[src/rtl/ide_regbank_pkg.sv]
package ide_regbank_pkg;
  localparam int BYTE_W = 8;
  localparam int OFS_W  = 2;
  localparam int N_OFS  = 4;
  localparam logic [OFS_W-1:0] OFS_TIM_A = 2'd0;
  localparam logic [OFS_W-1:0] OFS_CFG   = 2'd1;
  localparam logic [OFS_W-1:0] OFS_TIM_B = 2'd2;
  localparam logic [OFS_W-1:0] OFS_CTRL  = 2'd3;

  typedef struct packed {
    logic [3:0] id;
    logic       one;
    logic       slow_bus;
    logic       win_hi;
    logic       ide_pri;
  } cfg_byte_t;
endpackage

[src/rtl/ide_rb_decode.sv]
module ide_rb_decode
  import ide_regbank_pkg::*;
#(
  parameter int          ADDR_W  = 8,
  parameter logic [7:0]  BASE_LO = 8'h30,
  parameter logic [7:0]  BASE_HI = 8'hB0
) (
  input  logic              clk,
  input  logic              rst_n,
  input  logic [ADDR_W-1:0] addr,
  input  logic              win_hi,
  output logic              hit,
  output logic [N_OFS-1:0]  sel
);
  localparam int TAG_W = ADDR_W - OFS_W;

  logic [ADDR_W-1:0] base;
  assign base = win_hi ? ADDR_W'(BASE_HI) : ADDR_W'(BASE_LO);
  assign hit  = (addr[ADDR_W-1:OFS_W] == base[ADDR_W-1:OFS_W]);

  for (genvar g = 0; g < N_OFS; g++) begin : g_sel
    assign sel[g] = hit && (addr[OFS_W-1:0] == OFS_W'(g));
  end


  sel_onehot_chk: assert property (@(posedge clk) disable iff (!rst_n)
    hit |-> $countones(sel) == 1);

  sel_idle_chk: assert property (@(posedge clk) disable iff (!rst_n)
    !hit |-> sel == '0);

  logic [TAG_W-1:0] unused_tag;
  assign unused_tag = base[ADDR_W-1:OFS_W];
endmodule

[src/rtl/ide_rb_regs.sv]
module ide_rb_regs
  import ide_regbank_pkg::*;
#(
  parameter logic [3:0] ID_CODE    = 4'b1010,
  parameter logic [7:0] RST_TIMING = 8'h00,
  parameter logic [7:0] RST_CTRL   = 8'h5F
) (
  input  logic              clk,
  input  logic              rst_n,
  input  logic              wr,
  input  logic              rd,
  input  logic [N_OFS-1:0]  sel,
  input  logic [BYTE_W-1:0] wdata,
  input  logic              win_hi,
  input  logic              ide_pri,
  input  logic              slow_bus,
  output logic [BYTE_W-1:0] tim_a,
  output logic [BYTE_W-1:0] tim_b,
  output logic [BYTE_W-1:0] ctrl,
  output logic [BYTE_W-1:0] rdata
);
  cfg_byte_t cfg;
  assign cfg = '{id: ID_CODE, one: 1'b1, slow_bus: slow_bus,
                 win_hi: win_hi, ide_pri: ide_pri};

  logic [BYTE_W-1:0] bank [N_OFS];
  logic [N_OFS-1:0]  wen;

  for (genvar g = 0; g < N_OFS; g++) begin : g_reg
    if (g == int'(OFS_CFG)) begin : g_ro
      assign wen[g]  = 1'b0;
      assign bank[g] = cfg;
    end else begin : g_rw
      localparam logic [BYTE_W-1:0] RV = (g == int'(OFS_CTRL)) ? RST_CTRL : RST_TIMING;
      logic [BYTE_W-1:0] q;
      assign wen[g] = wr && sel[g];
      always_ff @(posedge clk) begin
        if (!rst_n)      q <= RV;
        else if (wen[g]) q <= wdata;
      end
      assign bank[g] = q;
    end
  end

  assign tim_a = bank[OFS_TIM_A];
  assign tim_b = bank[OFS_TIM_B];
  assign ctrl  = bank[OFS_CTRL];

  always_comb begin
    rdata = '0;
    for (int i = 0; i < N_OFS; i++)
      if (rd && sel[i]) rdata = bank[i];
  end


  tim_a_load_chk: assert property (@(posedge clk) disable iff (!rst_n)
    (wr && sel[OFS_TIM_A]) |=> tim_a == $past(wdata));

  tim_a_hold_chk: assert property (@(posedge clk) disable iff (!rst_n)
    !(wr && sel[OFS_TIM_A]) |=> $stable(tim_a));

  cfg_write_ignored_chk: assert property (@(posedge clk) disable iff (!rst_n)
    (wr && sel[OFS_CFG]) |=> ($stable(tim_a) && $stable(tim_b) && $stable(ctrl)));

  ctrl_hold_chk: assert property (@(posedge clk) disable iff (!rst_n)
    !(wr && sel[OFS_CTRL]) |=> $stable(ctrl));
endmodule

[src/rtl/ide_rb_route.sv]
module ide_rb_route
  import ide_regbank_pkg::*;
(
  input  logic              clk,
  input  logic              rst_n,
  input  logic [BYTE_W-1:0] ctrl,
  input  logic [BYTE_W-1:0] tim_a,
  input  logic [BYTE_W-1:0] tim_b,
  input  logic              win_hi,
  input  logic              chan,
  input  logic              drive,
  output logic [BYTE_W-1:0] word,
  output logic [1:0]        index,
  output logic              prim_only,
  output logic              buf_on
);
  logic use_b;
  assign prim_only = ctrl[0];
  assign buf_on    = ctrl[7];
  assign use_b     = prim_only ? drive : chan;
  assign word      = use_b ? tim_b : tim_a;
  assign index     = {use_b, win_hi};


  prim_drive0_chk: assert property (@(posedge clk) disable iff (!rst_n)
    (prim_only && !drive) |-> (word == tim_a && !index[1]));

  dual_chan1_chk: assert property (@(posedge clk) disable iff (!rst_n)
    (!prim_only && chan) |-> (word == tim_b && index[1]));
endmodule

[src/rtl/ide_timing_regbank.sv]
module ide_timing_regbank
  import ide_regbank_pkg::*;
#(
  parameter logic [7:0] BASE_LO    = 8'h30,
  parameter logic [7:0] BASE_HI    = 8'hB0,
  parameter logic [3:0] ID_CODE    = 4'b1010,
  parameter logic [7:0] RST_TIMING = 8'h00,
  parameter logic [7:0] RST_CTRL   = 8'h5F
) (
  input  logic       clk,
  input  logic       rst_n,
  input  logic       strap_win_hi,
  input  logic       strap_ide_pri,
  input  logic       strap_slow_bus,
  input  logic [7:0] io_addr,
  input  logic       io_wr,
  input  logic       io_rd,
  input  logic [7:0] io_wdata,
  output logic [7:0] io_rdata,
  output logic       io_hit,
  input  logic       acc_chan,
  input  logic       acc_drive,
  output logic [7:0] tim_word,
  output logic [1:0] tim_index,
  output logic       primary_only,
  output logic       buf_en
);
  logic [N_OFS-1:0]  sel;
  logic [BYTE_W-1:0] tim_a, tim_b, ctrl;

  ide_rb_decode #(.ADDR_W(8), .BASE_LO(BASE_LO), .BASE_HI(BASE_HI)) u_dec (
    .clk(clk), .rst_n(rst_n), .addr(io_addr), .win_hi(strap_win_hi),
    .hit(io_hit), .sel(sel));

  ide_rb_regs #(.ID_CODE(ID_CODE), .RST_TIMING(RST_TIMING), .RST_CTRL(RST_CTRL)) u_regs (
    .clk(clk), .rst_n(rst_n), .wr(io_wr), .rd(io_rd), .sel(sel), .wdata(io_wdata),
    .win_hi(strap_win_hi), .ide_pri(strap_ide_pri), .slow_bus(strap_slow_bus),
    .tim_a(tim_a), .tim_b(tim_b), .ctrl(ctrl), .rdata(io_rdata));

  ide_rb_route u_route (
    .clk(clk), .rst_n(rst_n), .ctrl(ctrl), .tim_a(tim_a), .tim_b(tim_b),
    .win_hi(strap_win_hi), .chan(acc_chan), .drive(acc_drive),
    .word(tim_word), .index(tim_index), .prim_only(primary_only), .buf_on(buf_en));


  unclaimed_quiet_chk: assert property (@(posedge clk) disable iff (!rst_n)
    !io_hit |-> io_rdata == 8'h00);

  index_strap_chk: assert property (@(posedge clk) disable iff (!rst_n)
    tim_index[0] == strap_win_hi);
endmodule

[config.mk]
export PLATFORM = sky130hd
export DESIGN_NAME = ide_timing_regbank
export DESIGN_NICKNAME = d
export VERILOG_FILES = /design/src/rtl/ide_regbank_pkg.sv /design/src/rtl/ide_rb_decode.sv /design/src/rtl/ide_rb_regs.sv /design/src/rtl/ide_rb_route.sv /design/src/rtl/ide_timing_regbank.sv
export SDC_FILE = /design/constraint.sdc
export NUM_CORES = 1
export LEC_CHECK = 0
export BUFFER_PORTS_ARGS = -buffer_cell sky130_fd_sc_hd__buf_2
export CAP_MARGIN = 30
export CORE_UTILIZATION = 54
export CTS_CLUSTER_DIAMETER = 80
export DETAILED_ROUTE_END_ITERATION = 7
export GPL_TIMING_DRIVEN = 0
export PLACE_DENSITY = 0.8
export SLEW_MARGIN = 20
export SYNTH_ARGS = -nofsm -noshare
export SYNTH_HDL_FRONTEND = slang
export SYNTH_HIERARCHICAL = 1
export SYNTH_SLANG_ARGS = --single-unit
[constraint.sdc]
create_clock -name clk -period 5.9 [get_ports clk]
set_input_delay 0.295 -clock clk [delete_from_list [all_inputs] [get_ports clk]]
set_output_delay 0.295 -clock clk [all_outputs]
set_load 0.01 [all_outputs]
Yosys cells after proc, flatten, opt, wreduce, memory -nomap -nowiden:

Cells that the tools add are included.

* register bits after elaboration: 24
* bits of input ports: 25
* output and inout port bits: 21

* eq/ne operators: 4
* mux-type cells: 7
* reduce and logical (&&, ||, !) cells: 12

Operators with widths (count)
* $mux 8: 6
* $logic_and 1x1->1: 11
* $eq 6x6->1: 1
* $eq 2x2->1 const B: 2
* $eq 2x1->1 const B: 1
* $logic_not 2->1: 1
* $mux 1: 1

Longest topological paths before layout:

Gate-level depths: netlist of the first run.

* depth after elaboration: 8
* mapped depth: 6
* gate-level depth less buffers: 5

Cells and area by module:

Netlist of the first run, hierarchy kept.

By module, submodules not included
* ide_rb_regs: instances 1, cells an instance 148, area each 1174.9 µm², seq. area each 480.5 µm²
* ide_rb_route: instances 1, cells an instance 14, area each 146.4 µm², seq. area each 0.0 µm²
* ide_rb_decode: instances 1, cells an instance 12, area each 82.6 µm², seq. area each 0.0 µm²

Worst setup path before layout of the first run:

OpenSTA, ideal clock, no wires.

* path kind: input port to output port
* start point: input port io_addr[3]
* end point: output port io_rdata[2]
* data arrival time: 2.182 ns
* data required time: 5.605 ns
* setup slack: 3.423 ns
* stages: 4
* buffers on the path: 0
* cells stage by stage: or3_4 > nor4_1 > a221oi_1 > o31ai_1

RTL lines
* from (decl): RTL line ide_timing_regbank.sv:15 `input logic [7:0] io_addr,`
* $eq 6x6->1: RTL line ide_rb_decode.sv:19 `assign hit = (addr[ADDR_W-1:OFS_W] == base[ADDR_W-1:OFS_W]);`
* $logic_and 1x1->1: RTL line ide_rb_decode.sv:22 `assign sel[g] = hit && (addr[OFS_W-1:0] == OFS_W'(g));`
* net sel[1]: RTL line ide_timing_regbank.sv:28 `logic [N_OFS-1:0] sel;`
* $logic_and 1x1->1: RTL line ide_rb_regs.sv:52 `if (rd && sel[i]) rdata = bank[i];`
* $mux 8 (3 in a row): RTL line ide_rb_regs.sv:52
* to (decl): RTL line ide_timing_regbank.sv:19 `output logic [7:0] io_rdata,`

The timed path passes the listed nets, and every way through them passes these cells.

Worst setup path in the final report of the first run:

* start point: input port io_addr[3]
* end point: output port io_rdata[0]

The elaborated chain is that of the path after synthesis.

==> metrics.md, run 1 <==
| Metric | Value |
|---|---|
| Final Critical Period | `2.47 ns` |
| Top cells by count, synth | `41 x nand2_1, 28 x nand3_1, 24 x dfxtp_1, 12 x a21boi_0, 9 x a21boi_1` |
| Layout cells sized above 1 | `33.0%` |
| Initial Utilization | `56.7%` |
| Top-count cell post-synth | `nand2_1` |
| Cell Pwr Density | `181 mW/mm^2` |
| CTS resizes | `0` |
| Global-route wire length before repair | `6.14 mm` |
| FF+latch count, synth | `24` |
| Buffers plus inverters on the worst setup path | `3` |
| Area growth syn-to-layout | `23.4%` |
| Clock-pin slew on the worst setup and hold paths | `0.14 ns` |
| I/O pins | `46` |
| Maxcap violations | `0` |
| Distinct cells, synth | `30` |
| Net Count, Synth | `199` |
| Status | `complete, but fails checks` |
| Failing checks | `design-rule violations` |
| Final WL | `3.90 mm` |
| Final Util | `69.9%` |
| Crit share post-route | `41.8%` |
| Vias | `1492` |
| Initial antenna violation count | `0` |
| Number of global-route vias before repair | `1360` |
| Pleak | `0.756 nW` |
| Port buffer count | `44` |
| Worst Setup End Kind | `output port` |
| DR vias/cell | `5.87` |
| Area after DPL | `0.00168 mm^2` |
| Final worst clock skew | `0 ns` |
| WL per Instance | `15.4 um` |
| CTS tree | `done` |
| Setup TNS | `0 ns` |
| Critical path depth in cells | `8` |
| Post-synth EDFFs | `0` |
| Critical path peak fanout | `5` |
| Warnings, synthesis | `6` |
| Largest net degree at the start of global routing | `15` |
| Die X | `53.0 um` |
| Hold Path Class | `in2reg` |
| Bufs on Longest Clock Path | `2` |
| Max IR drop VDD | `0.000151 V` |
| Total track usage | `30.5%` |
| Post-Layout Cell Count | `254` |
| # diodes | `0` |
| Ys async rst share | `0%` |
| Buffers inserted by post-CTS timing repair | `0` |
| Hold Fails Final Rpt | `0` |
| Slew headroom | `65.1%` |
| CP max stage cell | `nor4_2` |
| Post-route cell area | `0.00173 mm^2` |
| Share of the synthesized area in the top cell type | `34.2%` |
| Nets | `250` |
| Post-Synthesis Cell Area | `0.00140 mm^2` |
| Slew @ Worst Pin | `0.519 ns` |
| Sequential fraction of the synthesis area | `34.2%` |
| H-tree levels | `1` |
| WHS Path Cells | `3` |
| Synth top area cells | `dfxtp_1 34%, nand2_1 11%, nand3_1 10%, a21boi_0 6.4%, mux2_2 6.4%` |
| # setup viols final | `0` |
| Root buf cell | `clkbuf_4` |
| DP HPWL | `2.76 mm` |
| Setup crit start kind | `primary input` |
| GPL Wtd Cong | `0.832` |
| Cts hold-fix bufs | `0` |
| Number of detailed-route iterations in the first pass | `6` |
| Mapped Avg Cell Area | `8.07 um^2` |
| CP max stage delay | `0.53 ns` |
| Unrepaired setup endpoints after global routing | `false` |
| CP top delay family | `simple AND/OR/NAND/NOR gates` |
| Worst R2R Path Depth | `2` |
| DRC Markers | `1` |
| Cells along the critical path | `buf_2 -> or3_4 -> nor4_2 -> buf_4 -> nor2b_4 -> a221oi_1 -> o31ai_1 -> buf_2` |
| Worst EP required | `5.61 ns` |
| Cells after Synth | `174` |
| Cell taking the most area after synthesis | `dfxtp_1` |
| Row Count | `18` |
| DIE HEIGHT | `53.0 um` |
| Fmax | `405 MHz` |
| Initial DRC Count | `46` |
| Worst Path Arrival | `2.17 ns` |
| CTS buffer count | `3` |
| CP dominant cell by count | `buf_2` |
| Grt ovf | `0` |
| Core area | `0.00248 mm^2` |
| Slew Limit Fails | `0` |
| Die area | `0.00281 mm^2` |
| Top FF cell, synth | `dfxtp_1` |
| Inst Count DP | `250` |
| Clk_lat worst skew | `0.32 ns` |
| Antenna-violating nets left | `0` |
| Clock Sinks | `24` |
| Critical path class | `in2out` |
| WHS | `0.206 ns` |
layer usage:
metal / GRT usage, % / wire, um
met5: 0 / 0
met2: 54.6 / 1950
met4: 8.33 / 49
met3: 4.89 / 386
met1: 37.0 / 1520
power by group:
part           internal (mW)  total (mW)  switching [mW]
Combinational         0.0141      0.0319          0.0178
Sequential             0.162       0.163        0.000181
Clock                 0.0688       0.120          0.0512
Total                  0.245       0.314          0.0692
through the flow:
step	power, mW	setup slack [ns]
4_1_cts	0.317	3.45
3_3_place_gp	0.196	2.79
5_1_grt	0.327	3.33
6_report	0.314	3.43
2_1_floorplan	0.181	3.42
3_5_place_dp	0.198	3.46
final cells by class:
cell class,instances,area (um^2)
Multi-Input combinational cell,134,826
Fill cell,215,744
Sequential cell,24,480
Timing Repair Buffer,46,233
Buffer,14,96.3
Tap cell,30,37.5
Clock inverter,1,30.0
Clock buffer,3,22.5
Inverter,2,7.51
worst min-delay path: cells and delay by family:
| family | cells | cell delay (ns) |
|---|---|---|
| and+or+nand+nor | 2 | 0.11 |
| buffers and inverters | 1 | 0.10 |
flip-flops by register name, indices dropped and copies added, names as in the netlist:
register,count
u_regs/ctrl,8
u_regs/tim_a,8
u_regs/tim_b,8
path summary, 6_finish.rpt:
kind                                      start              end  slack (ns)
worst min register to register   u_regs/ctrl[6]   u_regs/ctrl[6]        0.48
worst min-delay path                io_wdata[6]   u_regs/ctrl[6]        0.21
worst max-delay path                 io_addr[3]      io_rdata[0]        3.43
worst max register to register  u_regs/tim_a[3]  u_regs/tim_a[3]        5.16
placed cells by master (no fill, tap or decap), types with 2 or more instances in the layout:
master and instances:
dfxtp_1 24, o21ai_0 2, buf_4 8, inv_1 2, a21oi_1 4, a211o_1 3
a221oi_1 3, nand2b_1 3, clkbuf_4 3, buf_6 2, nand2_1 41, nor4_1 2
nand3_1 28, a21boi_1 9, buf_2 46, a21boi_0 12, or2b_1 2, nor2b_1 3
o31ai_1 3, mux2_2 8, clkbuf_1 3, nand3b_1 2
cells by family (layout without fill, tap and decap cells):
logic type      after synthesis  after routing  share of synthesized area (%)
mux                           9              9                           8.02
flops                        24             24                           34.2
buf+inv                      16             66                           7.40
xor+xnor                      1              1                          0.624
simple gates                 88             88                           31.0
compound gates               36             36                           18.7
Power figures use the tool's default switching activity.
==> run 2: changes to the inputs <==
--- a/config.mk
+++ b/config.mk
@@ -7,11 +7,11 @@
 export LEC_CHECK = 0
 export BUFFER_PORTS_ARGS = -buffer_cell sky130_fd_sc_hd__buf_2
 export CAP_MARGIN = 30
-export CORE_UTILIZATION = 54
+export CORE_UTILIZATION = 50
 export CTS_CLUSTER_DIAMETER = 80
 export DETAILED_ROUTE_END_ITERATION = 7
 export GPL_TIMING_DRIVEN = 0
-export PLACE_DENSITY = 0.8
+export PLACE_DENSITY = 0.75
 export SLEW_MARGIN = 20
 export SYNTH_ARGS = -nofsm -noshare
 export SYNTH_HDL_FRONTEND = slang
==> constraint.sdc (replaced) <==
create_clock -name clk -period 2.3 [get_ports clk]
set_input_delay 0.115 -clock clk [delete_from_list [all_inputs] [get_ports clk]]
set_output_delay 0.115 -clock clk [all_outputs]
set_load 0.01 [all_outputs]
==> run 2 against run 1 <==
The flow now finishes without violations. Largest power group unchanged. Cell count decreased by 0.39%. Worst setup slack got worse by 3.2 ns. Core utilization decreased by 3.6 points. Die area increased by 7.7%. Sequential cell count unchanged. Final area decreased by 1.7%. Critical path type unchanged.
==> metrics.md, run 2 (synthesis gave the netlist of run 1 again) <==
| Metric | Value |
|---|---|
| DP HPWL | `2.78 mm` |
| Clock-pin slew on the worst setup and hold paths | `0.13 ns` |
| Setup TNS | `0 ns` |
| Worst Path Arrival | `1.95 ns` |
| Max IR drop VDD | `0.000406 V` |
| Initial antenna violation count | `0` |
| Final setup margin | `0.238 ns` |
| Port buffer count | `44` |
| WHS Path Cells | `3` |
| Buffers inserted by post-CTS timing repair | `0` |
| Core area | `0.00257 mm^2` |
| Setup crit start kind | `primary input` |
| Grt met3 use | `4.37%` |
| Area of the multi-input gates | `826 um^2` |
| WHS | `0.0444 ns` |
| Clk_lat worst skew | `0.30 ns` |
| Slew @ Worst Pin | `0.466 ns` |
| Met1 Resource Use GR | `37.5%` |
| Met2 GRT Util | `48.0%` |
| DIE HEIGHT | `55.0 um` |
| Worst Setup End Kind | `output port` |
| Largest net degree at the start of global routing | `13` |
| Worst R2R Path Depth | `2` |
| Die X | `55.0 um` |
| Slew headroom | `68.3%` |
| Hold Fails Final Rpt | `0` |
| Most frequent cells in the layout | `46 x buf_2, 41 x nand2_1, 28 x nand3_1, 24 x dfxtp_1, 12 x a21boi_0` |
| Row Count | `18` |
| Initial DRC Count | `46` |
| Critical path peak fanout | `5` |
| Fill cells | `245` |
| Crit share post-route | `89.6%` |
| H-tree levels | `1` |
| Die area | `0.00302 mm^2` |
| CTS resizes | `0` |
| Worst EP required | `2.18 ns` |
| Inst Count DP | `250` |
| Number of detailed-route iterations in the first pass | `4` |
| Total track usage | `28.5%` |
| WL per Instance | `15.5 um` |
| Bufs on Longest Clock Path | `2` |
| Clock Sinks | `24` |
| # setup viols final | `0` |
| Final Critical Period | `2.06 ns` |
| Maxcap violations | `0` |
| Pleak | `0.742 nW` |
| Layout cells sized above 1 | `32.7%` |
| Grt ovf | `0` |
| Final worst clock skew | `0 ns` |
| Area growth syn-to-layout | `21.3%` |
| Final WL | `3.92 mm` |
| Post-Place Setup Slack | `0.239 ns` |
| Vias | `1480` |
| Fmax | `485 MHz` |
| Post-Layout Cell Count | `253` |
| DR vias/cell | `5.85` |
| Slew Limit Fails | `0` |
| Cts hold-fix bufs | `0` |
| Antenna-violating nets left | `0` |
| GPL Wtd Cong | `0.802` |
| GRT Max-Usage Layer | `met2` |
| Initial Utilization | `54.7%` |
| Number of global-route vias before repair | `1265` |
| Cell Pwr Density | `397 mW/mm^2` |
| Global-route wire length before repair | `5.93 mm` |
| Reg-to-reg slack, setup | `1.60 ns` |
| Root buf cell | `clkbuf_4` |
| Status | `finished, final reports clean` |
| DRC Markers | `0` |
| Nets | `250` |
| Final Util | `66.3%` |
| # diodes | `0` |
| Storage element area | `480 um^2` |
| I/O pins | `46` |
| Hold Path Class | `in2reg` |
| Most common cell after layout, fill and taps aside | `buf_2` |
| CTS buffer count | `3` |
| Unrepaired setup endpoints after global routing | `false` |
| CTS tree | `done` |
| Critical path class | `in2out` |
run 2: changes by cell type in the layout (fill, tap and decap cells not counted):
cell,change
bufinv_16,-1
run 2: worst max-delay path: stages:
cell and delay [ns]:
buf_2 0.10, or3_4 0.42, nor4_2 0.50, buf_4 0.24, nor2b_4 0.07, a221oi_1 0.25, o31ai_1 0.11, buf_2 0.14
run 2: final timing paths:
check | start | end
max | io_addr[3] | io_rdata[1]
min | io_wdata[1] | u_regs/ctrl[1]
max reg2reg | u_regs/tim_a[1] | u_regs/tim_a[1]
min reg2reg | u_regs/tim_b[7] | u_regs/tim_b[7]
run 2: metrics by stage:
step / area, um^2 / power, mW
3_3_place_gp: 1660 / 0.503
5_1_grt: 1700 / 0.708
4_1_cts: 1700 / 0.680
2_1_floorplan: 1400 / 0.465
6_report: 1700 / 0.676
3_5_place_dp: 1680 / 0.507
run 2: final cells by class:
cell class	instances	area share, %
repair buffers	46	13.7
plain buffers	14	5.66
flip-flops and latches	24	28.2
inverters	2	0.441
clock buffers	3	1.32
multi-input cells	134	48.5
well taps	30	2.20
run 2: layer usage:
layer	wire length, um	share of wire, %
met1	1500	38
met2	1930	49
met3	471	12
met4	14	0.36
met5	0	0
run 2: report_power, final:
part	switching, mW	internal, mW
combinational	0.0465	0.0361
clock	0.116	0.0611
sequential	0.000488	0.416
==> run 3: changes to the inputs <==
--- a/config.mk
+++ b/config.mk
@@ -5,7 +5,7 @@
 export SDC_FILE = /design/constraint.sdc
 export NUM_CORES = 1
 export LEC_CHECK = 0
-export BUFFER_PORTS_ARGS = -buffer_cell sky130_fd_sc_hd__buf_2
+export BUFFER_PORTS_ARGS = -buffer_cell sky130_fd_sc_hd__buf_4
 export CAP_MARGIN = 30
 export CORE_UTILIZATION = 50
 export CTS_CLUSTER_DIAMETER = 80
@@ -15,5 +15,4 @@
 export SLEW_MARGIN = 20
 export SYNTH_ARGS = -nofsm -noshare
 export SYNTH_HDL_FRONTEND = slang
-export SYNTH_HIERARCHICAL = 1
 export SYNTH_SLANG_ARGS = --single-unit
==> run 3 against run 2 <==
Clock-buffer cell count is the same. Final area grew 7.1%. Total power grew 25%. Sequential cell count is the same. Critical endpoint is now tim_word[6].
==> metrics.md, run 3 <==
| Metric | Value |
|---|---|
| Status | `finished, final reports clean` |
| DIE HEIGHT | `54.9 um` |
| Worst EP required | `2.18 ns` |
| DP HPWL | `2.51 mm` |
| Critical path class | `reg2out` |
| Clk_lat worst skew | `0.32 ns` |
| Initial DRC Count | `19` |
| Number of detailed-route iterations in the first pass | `4` |
| Max IR drop VDD | `0.000323 V` |
| Final Critical Period | `2.08 ns` |
| Post-Synthesis Cell Area | `0.00140 mm^2` |
| Total track usage | `25.7%` |
| CTS tree | `done` |
| I/O pins | `46` |
| Post-synth EDFFs | `0` |
| Row Count | `18` |
| Setup crit start kind | `flop` |
| Top cells by count, synth | `28 x mux2i_1, 27 x nand2_1, 24 x dfxtp_1, 15 x nor2b_1, 10 x mux2_2` |
| FF+latch count, synth | `24` |
| Met1 Resource Use GR | `30.8%` |
| Worst Setup End Kind | `output port` |
| DR vias/cell | `5.44` |
| Number of global-route vias before repair | `1201` |
| Synth top area cells | `dfxtp_1 34%, mux2i_1 20%, mux2_2 8.1%, nand2_1 7.2%, nor2b_1 6.7%` |
| GRT Max-Usage Layer | `met2` |
| Net Count, Synth | `166` |
| Post-route cell area | `0.00182 mm^2` |
| Top-count cell post-synth | `mux2i_1` |
| CP dominant cell by count | `buf_4` |
| Clock Sinks | `24` |
| Die X | `54.9 um` |
| Area after DPL | `0.00177 mm^2` |
| Cells along the critical path | `mux2i_2 -> buf_4 -> mux2_2 -> buf_4` |
| Root buf cell | `clkbuf_4` |
| Cts hold-fix bufs | `0` |
| CP max stage cell | `mux2i_2` |
| Sequential power share | `49.2%` |
| Crit share post-route | `90.5%` |
| Layout cells sized above 1 | `39.2%` |
| Clock power share | `36.7%` |
| Final WL | `3.45 mm` |
| Core area | `0.00257 mm^2` |
| Slew Limit Fails | `0` |
| Area growth syn-to-layout | `30.3%` |
| CTS buffer count | `3` |
| Pleak | `0.721 nW` |
| Worst Path Arrival | `1.97 ns` |
| Cells after Synth | `141` |
| Slew @ Worst Pin | `0.820 ns` |
| Sequential fraction of the synthesis area | `34.3%` |
| Hold Path Class | `in2reg` |
| Initial Utilization | `54.5%` |
| Sw frac | `23.0%` |
| Largest net degree at the start of global routing | `15` |
| Final worst clock skew | `0 ns` |
| Maxcap violations | `0` |
| Unrepaired setup endpoints after global routing | `false` |
| # setup viols final | `0` |
| Clock-pin slew on the worst setup and hold paths | `0.14 ns` |
| Vias | `1192` |
| Ys async rst share | `0%` |
| # diodes | `0` |
| Cell taking the most area after synthesis | `dfxtp_1` |
| Warnings, synthesis | `0` |
| Setup TNS | `0 ns` |
| Global-route wire length before repair | `5.42 mm` |
| Die area | `0.00301 mm^2` |
| Hold Fails Final Rpt | `0` |
| Most frequent cells in the layout | `46 x buf_4, 27 x nand2_1, 27 x mux2i_1, 24 x dfxtp_1, 15 x nor2b_1` |
| Met2 GRT Util | `47.0%` |
| PnR Total Power | `0.847 mW` |
| DRC Markers | `0` |
| Psw | `0.195 mW` |
| Fmax | `480 MHz` |
| Cell Pwr Density | `465 mW/mm^2` |
| Bufs on Longest Clock Path | `2` |
| Distinct cells, synth | `24` |
| Critical path peak fanout | `6` |
| H-tree levels | `1` |
| Antenna-violating nets left | `0` |
| Most common cell after layout, fill and taps aside | `buf_4` |
| Slew headroom | `44.9%` |
| Grt ovf | `0` |
| CP max stage delay | `0.47 ns` |
| WL per Instance | `15.8 um` |
| Initial antenna violation count | `0` |
| Nets | `215` |
| Grt met3 use | `2.46%` |
| GPL Wtd Cong | `0.689` |
| Comb power frac | `14.1%` |
| Internal power | `0.652 mW` |
| Top FF cell, synth | `dfxtp_1` |
| Mapped Avg Cell Area | `9.92 um^2` |
| Port buffer count | `43` |
| Share of the synthesized area in the top cell type | `34.3%` |
-- run 3: cell count changes in the layout (fill, tap and decap cells not counted), sizes merged, moves of 4 or more --
cell,delta
nor2b,+11
buf,-7
nand2,-14
mux2i,+27
a21boi,-21
nand3,-27
a21oi,-4
-- run 3: timing repair --
action / 4_1_cts / 5_1_grt
setup buffers: 0 / 0
resized for setup: 0 / 1
endpoints found under the setup margin: 0 / 4
-- run 3: cell families after synthesis --
family / count (synthesis) / share of synthesized area (%)
xor gates and xnor gates: 1 / 0.626
and+or+nand+nor: 57 / 23.6
buffers and inverters: 13 / 4.74
AOI/OAI and AO/OA: 5 / 3.76
muxes: 41 / 32.9
DFF: 24 / 34.3
-- run 3: worst max-delay path, delay by kind of cell (launching register included) --
family / cells / cell delay (ns)
buffers and inverters: 2 / 0.37
flip-flops: 1 / 0.46
multiplexers: 2 / 0.81
-- run 3: cell type report --
| class | instances | area, um^2 |
|---|---|---|
| fillers | 219 | 744 |
| repair buffers | 44 | 330 |
| clock inverters | 1 | 30.0 |
| plain buffers | 11 | 58.8 |
| well taps | 30 | 37.5 |
| multi-input cells | 104 | 856 |
| inverters | 2 | 7.51 |
| clock buffers | 3 | 22.5 |
| flip-flops and latches | 24 | 480 |
-- run 3: power by group through the flow --
stage                     combinational (mW)  clock [mW]  sequential (mW)
final                                  0.119       0.311            0.417
after global routing                   0.129       0.337            0.417
after CTS                              0.119       0.317            0.417
after detailed placement               0.118           0            0.426
after global placement                 0.115           0            0.426
after floorplan                       0.0662           0            0.426
-- run 3: stage by stage --
step / setup slack [ns] / hold WS [ns] / instances / utilization (%)
floorplan: 0.767 / 0.279 / 141 / -
CTS: 0.0674 / 0.0471 / 219 / 70.9
global placement: 0.331 / 0.381 / 214 / 68.5
detailed placement: 0.454 / 0.388 / 215 / 68.8
finish: 0.219 / 0.0474 / 219 / 71.0
global route: 0.121 / 0.0414 / 219 / 71.0
-- run 3: worst paths after layout --
check	end	slack, ns	from	cells after the start
min reg2reg	u_regs.ctrl[5]	0.48	u_regs.ctrl[5]	2
min	u_regs.ctrl[1]	0.05	io_wdata[1]	3
max reg2reg	u_regs.ctrl[0]	1.59	u_regs.ctrl[0]	2
max	tim_word[6]	0.22	u_regs.ctrl[0]	4
-- run 3: metal layers --
layer,share of wire [%],vias to the layer above
met1,43,567
met2,52,35
met3,3.2,4
met4,1.4,0
li1,-,586
met5,0,-
